File: config.mk
export PLATFORM = sky130hd
export DESIGN_NAME = sysbus_post_bridge
export DESIGN_NICKNAME = d
export VERILOG_FILES = /design/src/rtl/sbb_pkg.sv /design/src/rtl/sbb_queue.sv /design/src/rtl/sbb_local_port.sv /design/src/rtl/sbb_sys_issue.sv /design/src/rtl/sysbus_post_bridge.sv
export SDC_FILE = /design/constraint.sdc
export NUM_CORES = 1
export LEC_CHECK = 0
export ABC_AREA = 0
export BUFFER_PORTS_ARGS = -buffer_cell sky130_fd_sc_hd__buf_2
export CORE_MARGIN = 2
export CORE_UTILIZATION = 66
export CTS_CLUSTER_DIAMETER = 40
export DETAILED_ROUTE_END_ITERATION = 12
export HOLD_SLACK_MARGIN = 0.15
export PLACE_DENSITY = 0.85
export SLEW_MARGIN = 20
export SYNTH_ARGS = -nofsm -noshare
export SYNTH_HDL_FRONTEND = slang
export SYNTH_SLANG_ARGS = --single-unit
export TNS_END_PERCENT = 20
File: constraint.sdc
create_clock -name clk_i -period 7.8 [get_ports clk_i]
set_clock_uncertainty 0.2 [all_clocks]
set_input_delay 2.34 -clock clk_i [delete_from_list [all_inputs] [get_ports clk_i]]
set_output_delay 2.34 -clock clk_i [all_outputs]
set_load 0.005 [all_outputs]
File: src/rtl/sbb_pkg.sv
package sbb_pkg;
  typedef enum logic [1:0] {
    LS_IDLE    = 2'd0,
    LS_RD_WAIT = 2'd1,
    LS_RD_DONE = 2'd2
  } lstate_e;

  // direction bit position inside the control word of an entry
  localparam int unsigned CTL_WR_BIT = 0;
endpackage

File: src/rtl/sbb_queue.sv
module sbb_queue #(
  parameter int unsigned W     = 74,
  parameter int unsigned DEPTH = 16
) (
  input  logic         clk_i,
  input  logic         rst_ni,
  input  logic         push_i,
  input  logic [W-1:0] din_i,
  input  logic         pop_i,
  output logic [W-1:0] dout_o,
  output logic         full_o,
  output logic         empty_o
);
  localparam int unsigned PW = (DEPTH > 1) ? $clog2(DEPTH) : 1;
  localparam int unsigned CW = $clog2(DEPTH + 1);

  logic [W-1:0]  mem [DEPTH];
  logic [PW-1:0] wp_q, rp_q;
  logic [CW-1:0] cnt_q;
  logic          do_push, do_pop;

  assign full_o  = (cnt_q == CW'(DEPTH));
  assign empty_o = (cnt_q == '0);
  assign do_push = push_i & ~full_o;
  assign do_pop  = pop_i & ~empty_o;
  assign dout_o  = mem[rp_q];

  always_ff @(posedge clk_i) begin
    if (do_push) mem[wp_q] <= din_i;
  end

  always_ff @(posedge clk_i or negedge rst_ni) begin
    if (!rst_ni) begin
      wp_q  <= '0;
      rp_q  <= '0;
      cnt_q <= '0;
    end else begin
      if (do_push) wp_q <= (wp_q == PW'(DEPTH - 1)) ? '0 : wp_q + 1'b1;
      if (do_pop)  rp_q <= (rp_q == PW'(DEPTH - 1)) ? '0 : rp_q + 1'b1;
      case ({do_push, do_pop})
        2'b10:   cnt_q <= cnt_q + 1'b1;
        2'b01:   cnt_q <= cnt_q - 1'b1;
        default: cnt_q <= cnt_q;
      endcase
    end
  end
endmodule

File: src/rtl/sbb_local_port.sv
module sbb_local_port
  import sbb_pkg::*;
#(
  parameter int unsigned AW = 32,
  parameter int unsigned DW = 32,
  parameter int unsigned TW = 9,
  parameter int unsigned EW = DW + AW + TW + 1
) (
  input  logic          clk_i,
  input  logic          rst_ni,
  input  logic          lreq_i,
  input  logic          lwrite_i,
  input  logic [AW-1:0] laddr_i,
  input  logic [DW-1:0] lwdata_i,
  input  logic [TW-1:0] lattr_i,
  output logic          lack_o,
  output logic          lerr_o,
  output logic [DW-1:0] lrdata_o,
  input  logic          q_full_i,
  output logic          push_o,
  output logic [EW-1:0] entry_o,
  input  logic          rd_done_i,
  input  logic          rd_err_i,
  input  logic [DW-1:0] rd_data_i
);
  lstate_e       st_q, st_d;
  logic          err_q;
  logic [DW-1:0] data_q;
  logic          accept;
  logic [TW:0]   ctrl;

  // no new request while a read is outstanding or the queue is full
  assign accept = (st_q == LS_IDLE) & lreq_i & ~q_full_i;

  always_comb begin
    ctrl             = {lattr_i, 1'b0};
    ctrl[CTL_WR_BIT] = lwrite_i;
  end

  assign push_o   = accept;
  assign entry_o  = {lwdata_i, laddr_i, ctrl};
  assign lack_o   = (accept & lwrite_i) | (st_q == LS_RD_DONE);
  assign lerr_o   = (st_q == LS_RD_DONE) & err_q;
  assign lrdata_o = data_q;

  always_comb begin
    st_d = st_q;
    unique case (st_q)
      LS_IDLE:    if (accept && !lwrite_i) st_d = LS_RD_WAIT;
      LS_RD_WAIT: if (rd_done_i) st_d = LS_RD_DONE;
      LS_RD_DONE: st_d = LS_IDLE;
      default:    st_d = LS_IDLE;
    endcase
  end

  always_ff @(posedge clk_i or negedge rst_ni) begin
    if (!rst_ni) begin
      st_q   <= LS_IDLE;
      err_q  <= 1'b0;
      data_q <= '0;
    end else begin
      st_q <= st_d;
      if (st_q == LS_RD_WAIT && rd_done_i) begin
        err_q  <= rd_err_i;
        data_q <= rd_data_i;
      end
    end
  end
endmodule

File: src/rtl/sbb_sys_issue.sv
module sbb_sys_issue
  import sbb_pkg::*;
#(
  parameter int unsigned AW = 32,
  parameter int unsigned DW = 32,
  parameter int unsigned TW = 9,
  parameter int unsigned EW = DW + AW + TW + 1
) (
  input  logic          q_empty_i,
  input  logic [EW-1:0] head_i,
  output logic          pop_o,
  output logic          sreq_o,
  output logic          swrite_o,
  output logic [AW-1:0] saddr_o,
  output logic [DW-1:0] swdata_o,
  output logic [TW-1:0] sattr_o,
  input  logic          sready_i,
  input  logic          serr_i,
  input  logic [DW-1:0] srdata_i,
  output logic          rd_done_o,
  output logic          rd_err_o,
  output logic [DW-1:0] rd_data_o
);
  logic [TW:0] ctrl;

  assign ctrl     = head_i[TW:0];
  assign swdata_o = head_i[EW-1 -: DW];
  assign saddr_o  = head_i[EW-DW-1 -: AW];
  assign sattr_o  = ctrl[TW:1];
  assign swrite_o = ctrl[CTL_WR_BIT];
  assign sreq_o   = ~q_empty_i;
  assign pop_o    = sreq_o & sready_i;

  // read data bypasses the queue; errors on posted writes are discarded
  assign rd_done_o = pop_o & ~swrite_o;
  assign rd_err_o  = serr_i;
  assign rd_data_o = srdata_i;
endmodule

File: src/rtl/sysbus_post_bridge.sv
module sysbus_post_bridge #(
  parameter int unsigned ADDR_W = 32,
  parameter int unsigned DATA_W = 32,
  parameter int unsigned ATTR_W = 9,
  parameter int unsigned DEPTH  = 16
) (
  input  logic              clk_i,
  input  logic              rst_ni,
  input  logic              lreq_i,
  input  logic              lwrite_i,
  input  logic [ADDR_W-1:0] laddr_i,
  input  logic [DATA_W-1:0] lwdata_i,
  input  logic [ATTR_W-1:0] lattr_i,
  output logic              lack_o,
  output logic              lerr_o,
  output logic [DATA_W-1:0] lrdata_o,
  output logic              sreq_o,
  output logic              swrite_o,
  output logic [ADDR_W-1:0] saddr_o,
  output logic [DATA_W-1:0] swdata_o,
  output logic [ATTR_W-1:0] sattr_o,
  input  logic              sready_i,
  input  logic              serr_i,
  input  logic [DATA_W-1:0] srdata_i
);
  localparam int unsigned CTRL_W  = ATTR_W + 1;
  localparam int unsigned ENTRY_W = DATA_W + ADDR_W + CTRL_W;

  logic               push_w, pop_w, full_w, empty_w;
  logic [ENTRY_W-1:0] entry_w, head_w;
  logic               rd_done_w, rd_err_w;
  logic [DATA_W-1:0]  rd_data_w;

  sbb_local_port #(
    .AW(ADDR_W), .DW(DATA_W), .TW(ATTR_W), .EW(ENTRY_W)
  ) u_local (
    .clk_i     (clk_i),
    .rst_ni    (rst_ni),
    .lreq_i    (lreq_i),
    .lwrite_i  (lwrite_i),
    .laddr_i   (laddr_i),
    .lwdata_i  (lwdata_i),
    .lattr_i   (lattr_i),
    .lack_o    (lack_o),
    .lerr_o    (lerr_o),
    .lrdata_o  (lrdata_o),
    .q_full_i  (full_w),
    .push_o    (push_w),
    .entry_o   (entry_w),
    .rd_done_i (rd_done_w),
    .rd_err_i  (rd_err_w),
    .rd_data_i (rd_data_w)
  );

  sbb_queue #(.W(ENTRY_W), .DEPTH(DEPTH)) u_queue (
    .clk_i   (clk_i),
    .rst_ni  (rst_ni),
    .push_i  (push_w),
    .din_i   (entry_w),
    .pop_i   (pop_w),
    .dout_o  (head_w),
    .full_o  (full_w),
    .empty_o (empty_w)
  );

  sbb_sys_issue #(
    .AW(ADDR_W), .DW(DATA_W), .TW(ATTR_W), .EW(ENTRY_W)
  ) u_issue (
    .q_empty_i (empty_w),
    .head_i    (head_w),
    .pop_o     (pop_w),
    .sreq_o    (sreq_o),
    .swrite_o  (swrite_o),
    .saddr_o   (saddr_o),
    .swdata_o  (swdata_o),
    .sattr_o   (sattr_o),
    .sready_i  (sready_i),
    .serr_i    (serr_i),
    .srdata_i  (srdata_i),
    .rd_done_o (rd_done_w),
    .rd_err_o  (rd_err_w),
    .rd_data_o (rd_data_w)
  );
endmodule

==> results.sh <==
export IMPL_outcome="completed"
export IMPL_drt_wl_total_mm=116
export IMPL_max_cap_violations=0
export IMPL_grt_pass1_vias=23900
export IMPL_relSlewSlack_pct=28.1
export IMPL_drt_wirelength_per_cell_um=36.2
export IMPL_cts_buffers_inserted=136
export IMPL_area_delta_synth_final_pct=14.7
export IMPL_r2r_cells=6
export IMPL_vias_per_cell=7.05
export IMPL_clockBufferDepth=3
export IMPL_drive_gt1_share_pct=39.9
export IMPL_portBuffers=219
export IMPL_track_usage_pct=32.9
export IMPL_tightest_slew_ns=1.08
export IMPL_endpoint_kind="output port"
export IMPL_die_h_um=269
export IMPL_power_leakage_uw=0.0172
export IMPL_hold_depth=1
export IMPL_slew_violations=0
export IMPL_finalHoldViolations=0
export IMPL_root_buffer="clkbuf_16"
export IMPL_final_antenna_net_count=0
export IMPL_cts_sink_count=1232
export IMPL_core_mm2=0.0699
export IMPL_period_share_pct=80.6
export IMPL_final_common_cell="edfxtp_1"
export IMPL_fin_setup_tns_ns=0
export IMPL_synthDistinctLibCells=38
export IMPL_hold_buffers=0
export IMPL_fmax_mhz=159
export IMPL_ir_drop_mv=0.257
export IMPL_fin_crit_ns=6.28
export IMPL_cts_resized=0
export IMPL_vias=22500
export IMPL_setup_viol=0
export IMPL_cts_setup_buffers=0
export IMPL_post_place_cells=2939
export IMPL_path_class="flip-flop to output port"
export IMPL_die_w_um=269
export IMPL_avgSynthCellArea_um2=25.5
export IMPL_overflow=0
export IMPL_synth_area_mm2=0.0465
export IMPL_layout_common_cells="edfxtp_1, mux4_2, buf_2, clkbuf_16, dfrtp_1"
export IMPL_rsz0062_at_grt="false"
export IMPL_gp_congestion=0.754
export IMPL_hold_path_class="flip-flop to flip-flop"
export IMPL_htree_num_levels=4
export IMPL_crit_fanout=57
export IMPL_syn_num_nets=1946
export IMPL_synth_ff_type="edfxtp_1"
export IMPL_fin_nets=2257
export IMPL_dieArea_mm2=0.0726
export IMPL_clk_pin_slew_ns=0.06
export IMPL_power_density_mw_per_mm2=366
export IMPL_synth_seq_cells=1232
export IMPL_rows=97
export IMPL_drt_iter0_drc=2722
export IMPL_ys_async_sr_fraction_pct=3.90
export IMPL_layout_cells_non_filler=3192
export IMPL_start_util_pct=66.5
export IMPL_netlist_instances=1826
export IMPL_grt_pass1_wl_mm=168
export IMPL_pin_count=220
export IMPL_antenna_found_initial=15
export IMPL_crit_required_ns=5.26
export IMPL_start_kind="flip-flop"
export IMPL_clk_latency_ns=0.74
export IMPL_arrival_ns=3.74
export IMPL_grt_max_degree=84
export IMPL_drc=0
export IMPL_cts_tree="done"
export IMPL_hpwl_mm=55.0
export IMPL_synth_edf_count=1184
export IMPL_dr_pass1_iters=5
export IMPL_seq_area_frac_synth_pct=79.1
export IMPL_ys_warn_count=0
[where the power goes]
| group | leakage (uW) | internal (uW) | switching [uW] |
|---|---|---|---|
| Sequential | 0.0112 | 7810 | 411 |
| Clock | 0.00216 | 3670 | 2710 |
| Combinational | 0.00385 | 2510 | 2420 |
[sequential cells by signal, summed over array words and instances, names as in the netlist]
signal and flops:
u_local.err_q 1, u_local.lrdata_o 32, u_local.st_q 2, u_queue.cnt_q 5
u_queue.mem 1184, u_queue.rp_q 4, u_queue.wp_q 4
[stage by stage]
stage | power, uW | cell area [um2] | utilization, % | hold WS (ns) | setup slack (ns)
floorplan | 11400 | 46500 | - | 0.272 | 0.742
global placement | 13000 | 48900 | 69.9 | 0.284 | 1.49
detailed placement | 13100 | 48900 | 69.9 | 0.292 | 1.57
CTS | 19600 | 53300 | 76.2 | 0.305 | 1.42
global route | 20100 | 53300 | 76.3 | 0.322 | 1.30
finish | 19500 | 53300 | 76.3 | 0.305 | 1.52
[area by class of cell]
| cell class | count | area [um2] |
|---|---|---|
| inverter | 8 | 35.0 |
| antenna | 6 | 15.0 |
| timing repair buffer | 264 | 1540 |
| fill | 3403 | 16600 |
| clock buffer | 159 | 3620 |
| sequential | 1232 | 36800 |
| tap | 940 | 1180 |
| multi-input combinational | 495 | 9360 |
| clock inverter | 88 | 817 |
[cells by family after synthesis]
family	after synthesis	share of synthesized area (%)
adder cells (fa/ha/maj)	9	0.242
buffers and inverters	99	0.886
XOR/XNOR	8	0.151
AO/OA/AOI/OAI	25	0.369
AND/OR/NAND/NOR	47	0.528
flip-flops	1232	79.1
multiplexers	406	18.7
[per-layer routing]
metal / vias up / global-route usage (%) / share of wire (%)
met3: 257 / 6.33 / 8.7
li1: 8577 / - / -
met4: 14 / 12.9 / 3.4
met5: - / 0 / 0.074
met2: 1598 / 56.3 / 54
met1: 12100 / 42.6 / 34
[worst paths after layout]
| path | startpoint | end | slack (ns) |
|---|---|---|---|
| max in group asynchronous | rst_ni | u_queue.rp_q[1]$_DFFE_PN0P_ | 5.51 |
| worst max-delay path | u_queue.rp_q[0]$_DFFE_PN0P_ | sattr_o[3] | 1.52 |
| worst min-delay path | u_local.lrdata_o[17]$_DFFE_PN0P_ | u_local.lrdata_o[17]$_DFFE_PN0P_ | 0.30 |
| worst min register to register | u_local.lrdata_o[17]$_DFFE_PN0P_ | u_local.lrdata_o[17]$_DFFE_PN0P_ | 0.30 |
| worst max register to register | u_queue.cnt_q[2]$_DFFE_PN0P_ | u_queue.mem[10][14]$_DFFE_PP_ | 3.52 |
| min in group asynchronous | rst_ni | u_queue.rp_q[0]$_DFFE_PN0P_ | 1.43 |
[cell usage after synthesis, drive strengths merged (2+ instances only)]
library cell | count | area, um2
a21oi | 5 | 25.0
and2 | 15 | 93.8
buf | 42 | 198
clkbuf | 49 | 184
dfrtp | 48 | 1200
edfxtp | 1184 | 35600
ha | 9 | 113
inv | 8 | 30.0
mux2 | 35 | 394
mux2i | 3 | 30.0
mux4 | 368 | 8290
nand2 | 16 | 60.1
nand3 | 2 | 10.0
nor2 | 7 | 26.3
nor3 | 2 | 21.3
nor3b | 2 | 15.0
o21ai | 7 | 35.0
xnor2 | 4 | 35.0
xor2 | 4 | 35.0
[worst max-delay path, cell delays in order (launching register included)]
cell and delay (ns):
dfrtp_4 1.09, buf_12 0.48, mux4_2 0.66, mux4_2 0.56, buf_2 0.16
Power figures use the tool's default switching activity.
